<file path="src/rtl/dma_pkg.sv">
package dma_pkg;
    localparam int ADDR_W = 16;
    localparam int LEN_W  = 12;
    localparam int REG_W  = 16;
    localparam int RA_W   = 4;
    localparam int BYTE_W = 8;
    localparam int NFLAG  = 3;

    localparam logic [RA_W-1:0] RA_CTRL = 4'd0;
    localparam logic [RA_W-1:0] RA_PAT  = 4'd1;
    localparam logic [RA_W-1:0] RA_SRC  = 4'd2;
    localparam logic [RA_W-1:0] RA_DST  = 4'd3;
    localparam logic [RA_W-1:0] RA_SLEN = 4'd4;
    localparam logic [RA_W-1:0] RA_DLEN = 4'd5;
    localparam logic [RA_W-1:0] RA_CLEN = 4'd6;
    localparam logic [RA_W-1:0] RA_FLAG = 4'd7;
    localparam logic [RA_W-1:0] RA_IEN  = 4'd8;

    localparam int C_EN    = 0;
    localparam int C_AUTO  = 1;
    localparam int C_PAT   = 2;
    localparam int C_FORCE = 3;
    localparam int C_EVT   = 4;

    localparam int F_CELL = 0;
    localparam int F_BLK  = 1;
    localparam int F_ABT  = 2;

    typedef struct packed {
        logic               pat_en;
        logic [BYTE_W-1:0]  pat;
        logic [ADDR_W-1:0]  src_base;
        logic [ADDR_W-1:0]  dst_base;
        logic [LEN_W-1:0]   src_len;
        logic [LEN_W-1:0]   dst_len;
        logic [LEN_W-1:0]   cell_len;
    } xfer_cfg_t;

    typedef enum logic [1:0] {
        ST_IDLE = 2'd0,
        ST_RD   = 2'd1,
        ST_WR   = 2'd2
    } eng_st_e;
endpackage

</file>
<file path="src/rtl/dma_regs.sv">
module dma_regs
    import dma_pkg::*;
(
    input  logic             clk,
    input  logic             rst_n,
    input  logic             wr_en,
    input  logic [RA_W-1:0]  wr_addr,
    input  logic [REG_W-1:0] wr_data,
    input  logic [RA_W-1:0]  rd_addr,
    input  logic             blk_done,
    output logic [REG_W-1:0] rd_data,
    output logic             en_o,
    output logic             auto_o,
    output logic             evt_en_o,
    output logic             force_o,
    output xfer_cfg_t        act_o
);
    typedef struct packed {
        logic               en;
        logic               auto_en;
        logic               pat_en;
        logic               evt_en;
        logic               force_p;
        logic [BYTE_W-1:0]  pat;
        logic [ADDR_W-1:0]  src_base;
        logic [ADDR_W-1:0]  dst_base;
        logic [LEN_W-1:0]   src_len;
        logic [LEN_W-1:0]   dst_len;
        logic [LEN_W-1:0]   cell_len;
        xfer_cfg_t          act;
    } regs_t;

    regs_t r_d, r_q;

    always_comb begin
        r_d = r_q;
        r_d.force_p = 1'b0;
        if (blk_done && !r_q.auto_en) begin
            r_d.en = 1'b0;
        end
        if (wr_en) begin
            unique case (wr_addr)
                RA_CTRL: begin
                    r_d.en      = wr_data[C_EN];
                    r_d.auto_en = wr_data[C_AUTO];
                    r_d.pat_en  = wr_data[C_PAT];
                    r_d.evt_en  = wr_data[C_EVT];
                    r_d.force_p = wr_data[C_FORCE];
                end
                RA_PAT:  r_d.pat      = wr_data[BYTE_W-1:0];
                RA_SRC:  r_d.src_base = wr_data[ADDR_W-1:0];
                RA_DST:  r_d.dst_base = wr_data[ADDR_W-1:0];
                RA_SLEN: r_d.src_len  = wr_data[LEN_W-1:0];
                RA_DLEN: r_d.dst_len  = wr_data[LEN_W-1:0];
                RA_CLEN: r_d.cell_len = wr_data[LEN_W-1:0];
                default: ;
            endcase
        end
        // working copy is refreshed only when the channel turns on
        if (!r_q.en && r_d.en) begin
            r_d.act.pat_en   = r_d.pat_en;
            r_d.act.pat      = r_d.pat;
            r_d.act.src_base = r_d.src_base;
            r_d.act.dst_base = r_d.dst_base;
            r_d.act.src_len  = r_d.src_len;
            r_d.act.dst_len  = r_d.dst_len;
            r_d.act.cell_len = r_d.cell_len;
        end
    end

    always_ff @(posedge clk or negedge rst_n) begin
        if (!rst_n) r_q <= '0;
        else        r_q <= r_d;
    end

    always_comb begin
        rd_data = '0;
        unique case (rd_addr)
            RA_CTRL: begin
                rd_data[C_EN]   = r_q.en;
                rd_data[C_AUTO] = r_q.auto_en;
                rd_data[C_PAT]  = r_q.pat_en;
                rd_data[C_EVT]  = r_q.evt_en;
            end
            RA_PAT:  rd_data = REG_W'(r_q.pat);
            RA_SRC:  rd_data = REG_W'(r_q.src_base);
            RA_DST:  rd_data = REG_W'(r_q.dst_base);
            RA_SLEN: rd_data = REG_W'(r_q.src_len);
            RA_DLEN: rd_data = REG_W'(r_q.dst_len);
            RA_CLEN: rd_data = REG_W'(r_q.cell_len);
            default: rd_data = '0;
        endcase
    end

    assign en_o     = r_q.en;
    assign auto_o   = r_q.auto_en;
    assign evt_en_o = r_q.evt_en;
    assign force_o  = r_q.force_p;
    assign act_o    = r_q.act;
endmodule

</file>
<file path="src/rtl/dma_engine.sv">
module dma_engine
    import dma_pkg::*;
(
    input  logic              clk,
    input  logic              rst_n,
    input  logic              en,
    input  logic              trig,
    input  xfer_cfg_t         cfg,
    input  logic              mem_ack,
    input  logic [BYTE_W-1:0] mem_rdata,
    output logic              mem_req,
    output logic              mem_we,
    output logic [ADDR_W-1:0] mem_addr,
    output logic [BYTE_W-1:0] mem_wdata,
    output logic              cell_done,
    output logic              blk_done,
    output logic              abort
);
    localparam logic [LEN_W-1:0] ONE = LEN_W'(1);

    typedef struct packed {
        eng_st_e            st;
        logic [LEN_W-1:0]   src_off;
        logic [LEN_W-1:0]   dst_off;
        logic [LEN_W-1:0]   blk_cnt;
        logic [LEN_W-1:0]   cell_cnt;
        logic [BYTE_W-1:0]  data;
    } eng_t;

    eng_t e_d, e_q;
    logic [LEN_W-1:0] blk_len, blk_next, src_next, dst_next;
    logic             hit;

    always_comb begin
        blk_len  = (cfg.src_len > cfg.dst_len) ? cfg.src_len : cfg.dst_len;
        blk_next = e_q.blk_cnt + ONE;
        src_next = (e_q.src_off + ONE == cfg.src_len) ? '0 : e_q.src_off + ONE;
        dst_next = (e_q.dst_off + ONE == cfg.dst_len) ? '0 : e_q.dst_off + ONE;
        hit      = cfg.pat_en && (e_q.data == cfg.pat);

        e_d       = e_q;
        cell_done = 1'b0;
        blk_done  = 1'b0;
        abort     = 1'b0;

        if (!en) begin
            abort = (e_q.st != ST_IDLE);
            e_d   = '0;
        end else begin
            unique case (e_q.st)
                ST_IDLE: begin
                    if (trig) begin
                        e_d.st       = ST_RD;
                        e_d.cell_cnt = '0;
                    end
                end
                ST_RD: begin
                    if (mem_ack) begin
                        e_d.data = mem_rdata;
                        e_d.st   = ST_WR;
                    end
                end
                ST_WR: begin
                    if (mem_ack) begin
                        e_d.cell_cnt = e_q.cell_cnt + ONE;
                        e_d.blk_cnt  = blk_next;
                        e_d.src_off  = src_next;
                        e_d.dst_off  = dst_next;
                        if (hit || blk_next == blk_len) begin
                            blk_done    = 1'b1;
                            cell_done   = 1'b1;
                            e_d.st      = ST_IDLE;
                            e_d.src_off = '0;
                            e_d.dst_off = '0;
                            e_d.blk_cnt = '0;
                        end else if (e_d.cell_cnt == cfg.cell_len) begin
                            cell_done = 1'b1;
                            e_d.st    = ST_IDLE;
                        end else begin
                            e_d.st = ST_RD;
                        end
                    end
                end
                default: e_d.st = ST_IDLE;
            endcase
        end
    end

    always_ff @(posedge clk or negedge rst_n) begin
        if (!rst_n) e_q <= '0;
        else        e_q <= e_d;
    end

    assign mem_req   = en && (e_q.st != ST_IDLE);
    assign mem_we    = (e_q.st == ST_WR);
    assign mem_addr  = (e_q.st == ST_WR) ? cfg.dst_base + ADDR_W'(e_q.dst_off)
                                          : cfg.src_base + ADDR_W'(e_q.src_off);
    assign mem_wdata = e_q.data;
endmodule

</file>
<file path="src/rtl/dma_irq.sv">
module dma_irq
    import dma_pkg::*;
(
    input  logic             clk,
    input  logic             rst_n,
    input  logic             wr_en,
    input  logic [RA_W-1:0]  wr_addr,
    input  logic [NFLAG-1:0] wr_bits,
    input  logic             cell_done,
    input  logic             blk_done,
    input  logic             abort,
    output logic [NFLAG-1:0] flags_o,
    output logic [NFLAG-1:0] ien_o,
    output logic             irq
);
    typedef struct packed {
        logic [NFLAG-1:0] flags;
        logic [NFLAG-1:0] ien;
    } irq_t;

    irq_t i_d, i_q;
    logic [NFLAG-1:0] ev;

    always_comb begin
        ev         = '0;
        ev[F_CELL] = cell_done;
        ev[F_BLK]  = blk_done;
        ev[F_ABT]  = abort;
        i_d = i_q;
        if (wr_en && wr_addr == RA_FLAG) i_d.flags = i_q.flags & ~wr_bits;
        if (wr_en && wr_addr == RA_IEN)  i_d.ien   = wr_bits;
        i_d.flags = i_d.flags | ev;
    end

    always_ff @(posedge clk or negedge rst_n) begin
        if (!rst_n) i_q <= '0;
        else        i_q <= i_d;
    end

    assign flags_o = i_q.flags;
    assign ien_o   = i_q.ien;
    assign irq     = |(i_q.flags & i_q.ien);
endmodule

</file>
<file path="src/rtl/dma_patchan.sv">
module dma_patchan
    import dma_pkg::*;
(
    input  logic              clk,
    input  logic              rst_n,
    input  logic              cfg_we,
    input  logic [RA_W-1:0]   cfg_waddr,
    input  logic [REG_W-1:0]  cfg_wdata,
    input  logic [RA_W-1:0]   cfg_raddr,
    output logic [REG_W-1:0]  cfg_rdata,
    input  logic              start_evt,
    output logic              mem_req,
    output logic              mem_we,
    output logic [ADDR_W-1:0] mem_addr,
    output logic [BYTE_W-1:0] mem_wdata,
    input  logic [BYTE_W-1:0] mem_rdata,
    input  logic              mem_ack,
    output logic              irq
);
    logic             en_q, auto_en, evt_en, force_p, trig;
    logic             cell_done, blk_done, abort;
    logic [REG_W-1:0] reg_rd;
    logic [NFLAG-1:0] flags, ien;
    xfer_cfg_t        act;

    dma_regs u_regs (
        .clk      (clk),
        .rst_n    (rst_n),
        .wr_en    (cfg_we),
        .wr_addr  (cfg_waddr),
        .wr_data  (cfg_wdata),
        .rd_addr  (cfg_raddr),
        .blk_done (blk_done),
        .rd_data  (reg_rd),
        .en_o     (en_q),
        .auto_o   (auto_en),
        .evt_en_o (evt_en),
        .force_o  (force_p),
        .act_o    (act)
    );

    assign trig = force_p || (evt_en && start_evt);

    dma_engine u_eng (
        .clk       (clk),
        .rst_n     (rst_n),
        .en        (en_q),
        .trig      (trig),
        .cfg       (act),
        .mem_ack   (mem_ack),
        .mem_rdata (mem_rdata),
        .mem_req   (mem_req),
        .mem_we    (mem_we),
        .mem_addr  (mem_addr),
        .mem_wdata (mem_wdata),
        .cell_done (cell_done),
        .blk_done  (blk_done),
        .abort     (abort)
    );

    dma_irq u_irq (
        .clk       (clk),
        .rst_n     (rst_n),
        .wr_en     (cfg_we),
        .wr_addr   (cfg_waddr),
        .wr_bits   (cfg_wdata[NFLAG-1:0]),
        .cell_done (cell_done),
        .blk_done  (blk_done),
        .abort     (abort),
        .flags_o   (flags),
        .ien_o     (ien),
        .irq       (irq)
    );

    always_comb begin
        unique case (cfg_raddr)
            RA_FLAG: cfg_rdata = REG_W'(flags);
            RA_IEN:  cfg_rdata = REG_W'(ien);
            default: cfg_rdata = reg_rd;
        endcase
    end
endmodule

</file>
<file path="config.mk">
export PLATFORM = sky130hd
export DESIGN_NAME = dma_patchan
export DESIGN_NICKNAME = d
export VERILOG_FILES = /design/src/rtl/dma_pkg.sv /design/src/rtl/dma_regs.sv /design/src/rtl/dma_engine.sv /design/src/rtl/dma_irq.sv /design/src/rtl/dma_patchan.sv
export SDC_FILE = /design/constraint.sdc
export NUM_CORES = 1
export LEC_CHECK = 0
export CORE_MARGIN = 5
export CORE_UTILIZATION = 35
export CTS_BUF_LIST = sky130_fd_sc_hd__clkbuf_2 sky130_fd_sc_hd__clkbuf_4 sky130_fd_sc_hd__clkbuf_8
export CTS_CLUSTER_DIAMETER = 150
export DETAILED_ROUTE_END_ITERATION = 12
export DONT_BUFFER_PORTS = 1
export GPL_TIMING_DRIVEN = 0
export PLACE_DENSITY_LB_ADDON = 0.12
export SLEW_MARGIN = 10
export SYNTH_ARGS = -nofsm -noshare
export SYNTH_HDL_FRONTEND = slang
export SYNTH_SLANG_ARGS = --single-unit
</file>
<file path="constraint.sdc">
create_clock -name clk -period 3.3 [get_ports clk]
set_input_delay 0.825 -clock clk [delete_from_list [all_inputs] [get_ports clk]]
set_output_delay 0.825 -clock clk [all_outputs]
set_load 0.02 [all_outputs]
</file>
After elaboration in Yosys (flattened, before gate mapping) --
Cells that the tools add are included. Widths: inputs -> output; s select.
Cells by class: $add $sub $neg 6, $lt $le $gt $ge 1, equal/unequal tests 30, multiplexer cells 42, bitwise gates (word level) 4, reductions and logical operators 21
Operators by type and width (count):
- $mux 12 | 7
- $mux 81 | 1
- $mux 36 | 2
- $pmux 11 s6 | 1
- $mux 58 | 1
- $mux 50 | 1
- $add 12x1->12 const B | 4
- $eq 12x12->1 | 4
- $mux 16 | 3
- $add 16x12->16 | 2
- $eq 4x3->1 const B | 8
- $pmux 16 s2 | 1
- $mux 8 | 3
- $pmux 12 s2 | 1
- $pmux 3 s7 | 1
- $eq 4x2->1 const B | 4
- $mux 1 | 13
- $gt 12x12->1 | 1
- $ne 3x3->1 const B | 3
- $eq 4x1->1 const B | 2
- $eq 4x4->1 const B | 2
- $eq 8x8->1 | 1
- $logic_not 4->1 | 2
- $logic_and 1x1->1 | 7
- other kinds (21) | 29
Storage, ports and cells: flip-flop bits (word level) 222, input bits 37, output and inout bits 43, word-level logic and storage cells 130

Logic depth before layout (Yosys ltp) --
Gate-level depths: netlist of the first run.
depth after elaboration 13, gate-level depth with buffers 17, depth with buffers taken out 13

Cells and area by module --
A second synthesis of the first run with hierarchy kept.
Second synthesis, totals: cell total of the unflattened synthesis 1422, area, all modules 13925.9 µm²
By module, submodules not included:
- dma_regs | instances 1, cells each 651, area each 7654.8 µm², seq. area each 3953.8 µm²
- dma_engine | instances 1, cells each 726, area each 5766.8 µm², seq. area each 1451.4 µm²
- dma_irq | instances 1, cells each 21, area each 277.8 µm², seq. area each 150.1 µm²
- dma_patchan | instances 1, cells each 24, area each 226.5 µm², seq. area each 0.0 µm²

Worst setup path before layout of the first run --
OpenSTA, ideal clock, no wires.
path type register to output, from register u_eng.e_q[45] (netlist bit), to output mem_addr[15], arrival time 2.747 ns, data required time 2.475 ns, setup slack -0.272 ns, cell stages (with the launch flop) 12, path buffers 0, cells stage by stage dfrtp_1 ha_1 a21o_1 a21oi_1 o21ai_0 a2111oi_0 o31ai_1 a21oi_1 o21ai_0 nand4_1 xor2_1 o21ai_0
On the way: longest elaborated chain between the ends 2
Ends and longest elaborated chain:
- start: declaration | RTL line dma_engine.sv:30 | eng_t e_d, e_q;
- start signal: assignment | RTL line dma_engine.sv:90 | if (!rst_n) e_q <= '0;
- start signal: assignment | RTL line dma_engine.sv:91 | else e_q <= e_d;
- $add 16x12->16 | RTL line dma_engine.sv:97 | : cfg.src_base + ADDR_W'(e_q.src_off);
- $mux 16 | RTL line dma_engine.sv:96 | assign mem_addr = (e_q.st == ST_WR) ? cfg.dst_base + ADDR_W'(e_q.dst_off)
- end: declaration | RTL line dma_patchan.sv:14 | output logic [ADDR_W-1:0] mem_addr,
No other way between the ends.

Worst setup path in the final report of the first run --
from register u_regs.r_q, in the netlist u_regs.act_o[52], to output mem_addr[14]
On the way: longest elaborated chain between the ends 2
Ends and longest elaborated chain:
- start: declaration | RTL line dma_regs.sv:33 | regs_t r_d, r_q;
- start signal: assignment | RTL line dma_regs.sv:73 | else r_q <= r_d;
- $add 16x12->16 | RTL line dma_engine.sv:97
- $mux 16 | RTL line dma_engine.sv:96
No other way between the ends.

==> results of run 1 <==
[power by group]
group / internal [uW] / leakage, uW / total (uW) / switching [uW]
Combinational: 790 / 0.00329 / 1900 / 1110
Clock: 1600 / 0.000449 / 2840 / 1240
Sequential: 3140 / 0.00285 / 3500 / 360
Total: 5530 / 0.00659 / 8240 / 2710
[cells by family after synthesis]
logic type	count (synthesis)
AOI/OAI and AO/OA	227
xor gates and xnor gates	112
adders and majority gates	42
buffers and inverters	101
DFF	222
muxes	158
and+or+nand+nor	321
[synth_stat cells, drive strengths merged, types with 26 or more instances]
cell,count,area share [%]
a21oi,69,2.8
a31oi,26,1.3
clkbuf,47,1.4
dfrtp,222,45
ha,40,4.1
inv,37,1.1
mux2,145,13
nand2,94,2.9
nand3,45,1.8
nor2,80,2.5
nor3,30,1.2
o21ai,33,1.3
xnor2,69,4.9
xor2,43,3.1
[area by class of cell]
| cell class | instances | area (um^2) |
|---|---|---|
| fill | 3373 | 19400 |
| tap | 455 | 569 |
| sequential | 222 | 5580 |
| buffer | 60 | 384 |
| inverter | 38 | 148 |
| timing repair buffer | 58 | 539 |
| antenna | 1 | 2.50 |
| multi-input combinational | 860 | 7100 |
| clock buffer | 58 | 736 |
| clock inverter | 11 | 121 |
[path summary, 6_finish.rpt]
check	startpoint	to	slack, ns	cells after the start
max in group asynchronous	rst_n	u_eng.e_q[32]$_DFFE_PN0P_	2.95	0
max reg2reg	u_regs.act_o[26]$_DFFE_PN0P_	u_eng.e_q[52]$_DFFE_PN0P_	-0.13	14
max	u_regs.act_o[52]$_DFFE_PN0P_	mem_addr[14]	-0.67	13
min reg2reg	u_eng.e_q[19]$_DFFE_PN0P_	u_eng.e_q[19]$_DFFE_PN0P_	0.50	2
min	rst_n	u_regs.act_o[51]$_DFFE_PN0P_	-0.04	0
min in group clk	mem_rdata[1]	u_eng.mem_wdata[1]$_DFFE_PN0P_	0.39	2
[stage by stage]
stage | total power (uW) | utilization (%)
global placement | 5140 | 37.2
floorplan | 4600 | -
global route | 8640 | 43.9
finish | 8240 | 43.9
detailed placement | 5160 | 37.3
CTS | 8240 | 42.8
[critical path: stages (launching register included)]
cell	delay, ns
dfrtp_1	0.43
ha_2	0.22
inv_2	0.04
fa_2	0.35
nor2b_2	0.15
o21ai_2	0.08
a21boi_2	0.18
o21ai_2	0.09
a21boi_2	0.17
o2111ai_2	0.15
nand3_2	0.10
nand4_1	0.11
xor2_1	0.18
mux2i_2	0.32
[metal layers]
layer | vias up | GRT usage (%) | wire (um)
met5 | - | 0 | 0
met4 | 0 | 6.01 | 1010
met3 | 64 | 5.00 | 2710
met2 | 254 | 32.4 | 18700
met1 | 4964 | 28.8 | 18600
li1 | 4466 | - | -
[timing repair]
| item | 4_1_cts | 5_1_grt |
|---|---|---|
| pin swaps | 75 | 47 |
| gates resized for setup | 160 | 84 |
| gates cloned | 4 | 1 |
| buffers inserted | 62 | 13 |
| endpoints found under the setup margin | 73 | 55 |
| endpoints found under the hold margin | 222 | 222 |
[registers in the layout (all words and copies together) (netlist names), 3 cells and up]
register / cells
u_eng.e_q: 50
u_eng.mem_wdata: 8
u_irq.flags_o: 3
u_irq.ien_o: 3
u_regs.act_o: 77
u_regs.r_q: 77
==> results by group, run 1 <==
STA
  • Post-layout worst setup margin: -0.671 ns
  • Setup Total Neg Slack: -8.42 ns
  • Hold slack final: -0.0413 ns
  • Unrepaired setup endpoints after global routing: yes
  • Peak Freq: 252 MHz
  • Clock period minus final worst setup slack: 3.97 ns
  • Worst clock skew: 0.0332 ns
  • Max-slew violation total from the final report: 0
  • Final Setup Violations: 51
  • Final Cycle Share: 120%
  • Slew headroom: 19.8%
  • Final hold violation count: between 70 and 80
  • Slew at the pin with the worst max-slew slack: 1.19 ns

Placed design
  • PortBufs: 0
  • Pre-CTS setup slack: -0.667 ns
  • Placed instance area: 0.0129 mm^2
  • Placed instance count: 1639
  • GP Congestion: around 0.9
  • Estimated wirelength of the detail-placed design: about 29000 um

Cells and area
  • Layout cell share with drive strength beyond 1: 34.0%
  • Most common cell after layout, fill and taps aside: dfrtp_1
  • Final non-filler cell total: 1763
  • Area grow syn2layout: 23.8%
  • Post-route cell area: ~0.015 mm^2
  • Net count of the finished layout: 1360
  • Top library cells by usage in the layout, fill and taps aside: dfrtp_1, mux2_2, nand2_1

Clock network
  • Clock Latency Late Sink: 0.58 ns
  • Cell chosen for the clock root: clkbuf_8
  • Maximum buffer depth of the clock tree: 3
  • Clock buffer count from CTS: 41
  • Clock-pin transition on the worst setup and hold timing paths: 0.06 ns
  • Clock tree from TritonCTS: yes
  • Clock sinks: 222
  • Number of levels in the clock H-tree: 2

Yosys
  • Synth async-reset ratio: 100%
  • Synth Area in XOR/XNOR: 8.00%
  • Yosys synthesis warning count: 0
  • Share of synthesized cell area in full adder, half adder and majority cells: 4.41%
  • Top_reg_cell synth: dfrtp_1
  • Number of synthesized register bits: approximately 220
  • Avg Synthesized Cell Area: ~10 um^2
  • Post-synthesis simple-gate area fraction: 12.2%
  • Cell count after synthesis: 1183
  • Syn Std Cell Area: 0.0123 mm^2
  • Netlist cell types: 50
  • Post-synthesis compound-gate area fraction: between 10 and 15%
  • Combinational family with the most area after synthesis: multiplexers
  • Number of enable flip-flop cells after synthesis: 0
  • Share of cell area taken by muxes after synthesis: between 10% and 20%
  • Register area share after synthesis: around 45%
  • Synthesized net count: between 1000 and 1500

Power
  • Cell area power density: 543 mW/mm^2
  • Leakage power summed over all cells: between 0.006 and 0.007 uW
  • Largest voltage drop on the vdd net: 298 uV

Run status
  • Violations in the final reports: hold timing, setup timing
  • Outcome: finished, violations left

Route
  • DRC violation total after the first TritonRoute iteration: 588
  • Antenna viol nets, final: 0
  • DR WL/cell: roughly 23 um
  • Number of optimization iterations in the first detailed-route pass: 7
  • Final routed DRC violation total: 0
  • Overall via count from detail_route: 9748
  • Final WL: 41100 um
  • Drt via density: 5.53

Worst setup path
  • Start-to-end type of the worst setup path: register to output pin
  • Largest fanout on the critical path: 2
  • CP arrival: 3.15 ns
  • Required time of the worst setup path: 2.47 ns
  • Kind of start point of the critical path: register
  • CP Capture Type: output pin

GRT
  • Antenna violations before repair: 0
  • Global router's overall resource usage: about a fifth
  • Global route overflow: 0
  • Number of global-route vias before repair: 9897
  • Pin count of the biggest net entering global routing: approximately 220
  • Global-route wire length before repair: roughly 60000 um

Min path
  • Path type of the worst min-delay path: primary input to asynchronous set/reset pin

Floorplan
  • Top-Level Pins: 80
  • Height of the die: 197 um
  • Die area: between 0.03 and 0.04 mm^2
  • Row Count: 68
  • Area of the core: around 0.035 mm^2
  • Width of the chip: 197 um
  • Initial core utilization: a little over a third

Run
  • Number of max-capacitance violations reported: 0
Note: power is estimated with default switching activity, not from simulation.
==> run 2, diff against run 1 <==
CORE_UTILIZATION = 60   (was 35)
==> run 2 against run 1 <==
Against the previous run:
- the run still ends with hold timing, setup timing left
- clock skew fell by 0.0078 ns
- count of clock-buffer cells in the layout rose by 1
- die area fell by 40%
- combinational power fell by 4%
- global-route usage rose by 10 points
- critical endpoint is now mem_addr[8]
- wire length fell by 9.6%
==> results by group, run 2 (synthesized netlist as in run 1, its figures left out) <==
Run status
  • Outcome: finished, violations left
  • Violations in the final reports: hold timing, setup timing

Placed design
  • PortBufs: 0
  • Placed instance area: 0.0126 mm^2
  • Estimated wirelength of the detail-placed design: around 25000 um
  • GP Congestion: 0.892

Cells and area
  • Layout fillers: roughly 1400
  • Layout cell share with drive strength beyond 1: a little under a third
  • Most common cell after layout, fill and taps aside: dfrtp_1
  • Area grow syn2layout: 19.5%
  • Top library cells by usage in the layout, fill and taps aside: dfrtp_1, mux2_2, nand2_1
  • Antenna diode count: 0
  • Post-route cell area: 0.0147 mm^2
  • Net count of the finished layout: around 1300
  • Area of combinational cells with multiple inputs: 0.00693 mm^2
  • Register area: 0.00557 mm^2

Min path
  • Path type of the worst min-delay path: primary input to asynchronous set/reset pin

Route
  • Overall via count from detail_route: 10000
  • Final routed DRC violation total: 0
  • DRC violation total after the first TritonRoute iteration: 1051
  • DR WL/cell: between 20 and 25 um
  • Number of optimization iterations in the first detailed-route pass: 5
  • Final WL: 37100 um
  • Drt via density: between 6 and 7
  • Antenna viol nets, final: 0

GRT
  • Busiest metal layer after global routing: met2
  • Antenna violations before repair: 0
  • Met3 Track Usage GR: 7.80%
  • Pin count of the biggest net entering global routing: 223
  • Met1 track demand over resource in global routing: 41.7%
  • Global route overflow: 0
  • Global router's overall resource usage: 30.7%
  • Number of global-route vias before repair: 10100
  • Global-route wire length before repair: 56800 um
  • Met2 usage in global routing: 46.4%

Power
  • Largest voltage drop on the vdd net: 492 uV
  • Leakage power summed over all cells: roughly 0.0065 uW
  • Post-route total power: 8060 uW
  • Cell area power density: 550 mW/mm^2

Worst setup path
  • CP Depth: 14
  • Slowest stage delay, CP: 0.44 ns
  • Most prevalent standard cell on the critical path: o21ai_2
  • Slowest CP cell: dfrtp_1
  • CP arrival: ~3 ns
  • Largest delay share family, worst path: compound AO/OA/AOI/OAI gates
  • Required time of the worst setup path: 2.47 ns
  • Number of cell instances on the worst register-to-register path: 16
  • Largest fanout on the critical path: 2
  • Kind of start point of the critical path: register
  • Count of buffer and inverter cells on the critical path: 2
  • CP Capture Type: output pin
  • Start-to-end type of the worst setup path: register to output pin
  • Crit-path cells: ha_4 -> inv_2 -> fa_2 -> nor2b_2 -> o21ai_2 -> a21boi_2 -> o21ai_2 -> a21boi_2 -> buf_4 -> o21ai_2 -> nand2b_1 -> xor2_1 -> nor2_1 -> a21oi_2

Clock network
  • Clock tree from TritonCTS: yes
  • Cell chosen for the clock root: clkbuf_8
  • Clock buffer count from CTS: 38
  • Clock Latency Late Sink: approximately 0.56 ns
  • Maximum buffer depth of the clock tree: 3
  • Clock-pin transition on the worst setup and hold timing paths: about 0.060 ns
  • Clock sinks: 222
  • Number of levels in the clock H-tree: 2

STA
  • Clock period minus final worst setup slack: approximately 4 ns
  • Unrepaired setup endpoints after global routing: yes
  • Final hold violation count: 24
  • Slew at the pin with the worst max-slew slack: 1.16 ns
  • Post-layout worst setup margin: -0.608 ns
  • Hold slack final: -0.0330 ns
  • Setup Total Neg Slack: -19.65 ns
  • Slew headroom: 22.1%
  • Final Cycle Share: 118%
  • Max-slew violation total from the final report: 0
  • Worst clock skew: 0.0253 ns
  • Final Setup Violations: 51
  • Peak Freq: approximately 260 MHz

Floorplan
  • Width of the chip: 153 um
  • Row Count: 52
  • Height of the die: between 150 and 200 um
  • Die area: 0.0234 mm^2
  • Top-Level Pins: 80
  • Area of the core: roughly 0.020 mm^2
  • Initial core utilization: 60.8%

Run
  • Number of max-capacitance violations reported: 0
==> run 2: worst paths after layout <==
path                       slack, ns                         start                           end
hold / removal                 -0.03                         rst_n     u_eng.e_q[10]$_DFFE_PN0P_
setup reg to reg               -0.43  u_regs.act_o[12]$_DFFE_PN0P_     u_eng.e_q[52]$_DFFE_PN0P_
hold reg to reg                 0.51     u_eng.e_q[19]$_DFFE_PN0P_     u_eng.e_q[19]$_DFFE_PN0P_
setup / recovery               -0.61  u_regs.act_o[52]$_DFFE_PN0P_                   mem_addr[8]
min in group clk                0.41                  cfg_wdata[3]      u_regs.force_o$_DFF_PN0_
max in group asynchronous       2.99                         rst_n  u_regs.act_o[35]$_DFFE_PN0P_
==> run 2: layer usage <==
| metal | vias to the layer above | wire, um |
|---|---|---|
| li1 | 4433 | - |
| met4 | 0 | 1900 |
| met5 | - | 0 |
| met3 | 132 | 3460 |
| met2 | 552 | 16600 |
| met1 | 4898 | 15200 |
==> run 2: through the flow <==
step	cells	util, %	setup slack, ns
final	1563	72.6	-0.608
after global routing	1563	72.6	-0.696
after CTS	1555	71.5	-0.698
after detailed placement	1454	62.6	-0.707
after global placement	1453	62.5	-0.670
after floorplan	1183	-	-0.00353
==> run 2: layout make-up <==
cell class	count	area share (%)
timing repair buffer	47	3.12
sequential	222	38.0
buffer	59	2.56
multi-input combinational	860	47.3
inverter	38	0.991
clock inverter	8	0.504
tap	270	2.31
clock buffer	59	5.20
==> run 2: repair_timing <==
| action | in CTS | in global routing |
|---|---|---|
| endpoints found under the hold margin | 222 | 131 |
| gates resized for setup | 142 | 56 |
| setup buffers | 38 | 17 |
| cloned | 4 | 1 |
| endpoints found under the setup margin | 72 | 60 |
| pin swaps | 66 | 44 |
==> run 2: power by group <==
group	internal (uW)	leakage [uW]	switching, uW
registers	3140	0.00286	368
clock network	1550	0.000438	1170
logic	754	0.00319	1070
total	5450	0.00648	2620
==> run 3, diff against run 2 <==
ABC_AREA = 1   (was unset)
==> run 3 against run 2 <==
Against the previous run:
- the run still ends with hold timing, setup timing left
- final area rose by 0.64%
- count of clock-buffer cells in the layout rose by 3
- cell count rose by 27%
- sequential power rose by 1%
- first-iteration DRC count rose by 11%
==> results by group, run 3 <==
GRT
  • Global route overflow: 0
  • Met2 usage in global routing: 47.9%
  • Met1 track demand over resource in global routing: 42.2%
  • Number of global-route vias before repair: 10800
  • Pin count of the biggest net entering global routing: 223
  • Met3 Track Usage GR: 6.44%
  • Global-route wire length before repair: between 50000 and 60000 um
  • Busiest metal layer after global routing: met2
  • Global router's overall resource usage: 30.9%
  • Antenna violations before repair: 0

Power
  • Comb pwr share: about a quarter
  • Switch share: a little over a third
  • Leakage power summed over all cells: 0.00706 uW
  • Relative contribution of sequential cells to total power: 41.9%
  • Largest voltage drop on the vdd net: around 410 uV
  • Cell area power density: 573 mW/mm^2
  • Clock network power share: around 34%
  • Net switching power: 2950 uW
  • Internal: between 5000 and 6000 uW

Yosys
  • Syn Std Cell Area: 0.0127 mm^2
  • Synth async-reset ratio: 100%
  • Cells taking the most area after synthesis: dfrtp_1, nand2_1, o21ai_0
  • Avg Synthesized Cell Area: 7.94 um^2
  • Most instantiated cells after synthesis: nand2_1, dfrtp_1, inv_1, o21ai_0, nor2_1
  • Cell count after synthesis: 1604
  • Netlist cell types: 49
  • Number of synthesized register bits: 222
  • Synthesized net count: 1683
  • Share of the synthesized area in the top cell type: 43.6%
  • Count leader, synth: nand2_1
  • Yosys synthesis warning count: 0
  • Top_reg_cell synth: dfrtp_1
  • Number of enable flip-flop cells after synthesis: 0
  • Post-synthesis cell type with the largest combined area: dfrtp_1
  • Register area share after synthesis: 43.6%

STA
  • Setup Total Neg Slack: -3.03 ns
  • Final hold violation count: 25
  • Peak Freq: 261 MHz
  • Final Setup Violations: 12
  • Slew headroom: 39.9%
  • Worst clock skew: between 0.03 and 0.04 ns
  • Hold slack final: -0.0554 ns
  • Post-layout worst setup margin: -0.524 ns
  • Unrepaired setup endpoints after global routing: yes
  • Clock period minus final worst setup slack: 3.82 ns
  • Final Cycle Share: 116%
  • Slew at the pin with the worst max-slew slack: around 0.9 ns
  • Max-slew violation total from the final report: 0

Route
  • Drt via density: 5.85
  • DR WL/cell: 19.5 um
  • Overall via count from detail_route: 11600
  • Antenna viol nets, final: 0
  • Final routed DRC violation total: 0
  • Final WL: 38600 um
  • Number of optimization iterations in the first detailed-route pass: 5
  • DRC violation total after the first TritonRoute iteration: 1169

Clock network
  • Clock-pin transition on the worst setup and hold timing paths: 0.06 ns
  • Clock buffer count from CTS: 40
  • Number of levels in the clock H-tree: 2
  • Clock Latency Late Sink: 0.58 ns
  • Clock sinks: 222
  • Maximum buffer depth of the clock tree: 3
  • Cell chosen for the clock root: clkbuf_8
  • Clock tree from TritonCTS: yes

Worst setup path
  • Critical path startpoint: u_regs.act_o[52]$_DFFE_PN0P_
  • Worst R2R Setup Slack: 0.48 ns
  • Number of cell instances on the worst register-to-register path: 22
  • Launch point of the worst reg-to-reg path: u_regs.act_o[23]$_DFFE_PN0P_
  • Kind of start point of the critical path: register
  • Critical path destination: mem_addr[14]
  • Capture instance of the worst register-to-register path: u_eng.e_q[39]$_DFFE_PN0P_
  • Start-to-end type of the worst setup path: register to output pin
  • Required time of the worst setup path: about 2.5 ns
  • CP Capture Type: output pin
  • Largest fanout on the critical path: 4
  • CP arrival: 3.00 ns

Floorplan
  • Die area: 0.0242 mm^2
  • Initial core utilization: 60.7%
  • Width of the chip: 156 um
  • Top-Level Pins: 80
  • Row Count: 53
  • Height of the die: 156 um
  • Area of the core: 0.0210 mm^2

Placed design
  • PortBufs: 0
  • Placed instance area: 0.0131 mm^2
  • GP Congestion: roughly 0.97
  • Estimated wirelength of the detail-placed design: approximately 27000 um
  • Pre-CTS setup slack: -0.455 ns

Cells and area
  • Net count of the finished layout: between 1500 and 2000
  • Antenna diode count: 0
  • Most common cell after layout, fill and taps aside: nand2_1
  • Layout cell share with drive strength beyond 1: 18.4%
  • Layout fillers: 1663
  • Top library cells by usage in the layout, fill and taps aside: nand2_1, dfrtp_1, inv_1
  • Final core utilization: 70.4%
  • Area grow syn2layout: 15.8%
  • Post-route cell area: 0.0147 mm^2

Min path
  • Path type of the worst min-delay path: primary input to asynchronous set/reset pin

Run status
  • Outcome: finished, violations left
  • Violations in the final reports: hold timing, setup timing

Run
  • Number of max-capacitance violations reported: 0
[run 3: repair_timing]
| item | in CTS | in global routing |
|---|---|---|
| pin swaps | 28 | 20 |
| resized for setup | 91 | 62 |
| endpoints found under the setup margin | 25 | 23 |
| buffers inserted | 33 | 15 |
| endpoints found under the hold margin | 222 | 204 |
| cloned | 0 | 0 |
[run 3: cell type report]
class	instances	area [um^2]	share of cell area, %
plain buffers	52	283	1.92
clock buffers	62	785	5.32
clock inverters	10	103	0.696
inverters	195	741	5.02
multi-input cells	1135	6660	45.2
flip-flops and latches	222	5570	37.7
well taps	275	344	2.33
repair buffers	32	267	1.81
[run 3: routing by layer]
metal	vias up	share of wire, %
li1	5413	-
met1	5525	41
met2	528	46
met3	130	8.0
met4	0	5.1
met5	-	0
[run 3: worst max-delay path: stages, from the launching register on]
cell and delay (ns):
dfrtp_1 0.42, ha_4 0.16, inv_2 0.04, fa_2 0.35, inv_2 0.08, a21oi_2 0.06
o21ai_2 0.19, a31oi_2 0.13, nor2_1 0.16, nor2_1 0.09, o21ai_2 0.15, nand2_1 0.08
nand2_2 0.11, nand2_1 0.06, nand2_1 0.07, nand3_1 0.13, nand2_4 0.14
[run 3: worst min path at each step]
stage / start / end / slack (ns) / depth (start not counted)
3_3_place_gp: u_regs.auto_o$_DFFE_PN0P_ / u_regs.auto_o$_DFFE_PN0P_ / 0.49 / 2
6_report: rst_n / u_eng.e_q[17]$_DFFE_PN0P_ / -0.06 / 0
5_1_grt: rst_n / u_eng.e_q[17]$_DFFE_PN0P_ / -0.08 / 0
2_1_floorplan: u_regs.auto_o$_DFFE_PN0P_ / u_regs.auto_o$_DFFE_PN0P_ / 0.47 / 2
3_5_place_dp: u_regs.auto_o$_DFFE_PN0P_ / u_regs.auto_o$_DFFE_PN0P_ / 0.50 / 2
4_1_cts: rst_n / u_eng.e_q[57]$_DFFE_PN0P_ / -0.07 / 0
[run 3: cells by family after synthesis]
group                    after synthesis  synth area share, %
XOR/XNOR                              53                 3.71
AND/OR/NAND/NOR                      722                 25.0
buffers and inverters                247                 7.98
flip-flops                           222                 43.6
adder cells (fa/ha/maj)               42                 4.25
multiplexers                          38                 3.35
AO/OA/AOI/OAI                        280                 12.1
[run 3: power by group through the flow]
stage          sequential, uW  combinational [uW]  clock (uW)
6_report                 3550                2050        2860
5_1_grt                  3580                2280        3010
4_1_cts                  3520                1960        2870
3_5_place_dp             3550                1880           0
3_3_place_gp             3540                1820           0
2_1_floorplan            3430                1480           0
[run 3: metrics by stage]
step | power [uW] | cells
global route | 8870 | 1983
finish | 8450 | 1983
global placement | 5360 | 1879
floorplan | 4900 | 1604
detailed placement | 5430 | 1879
CTS | 8350 | 1979
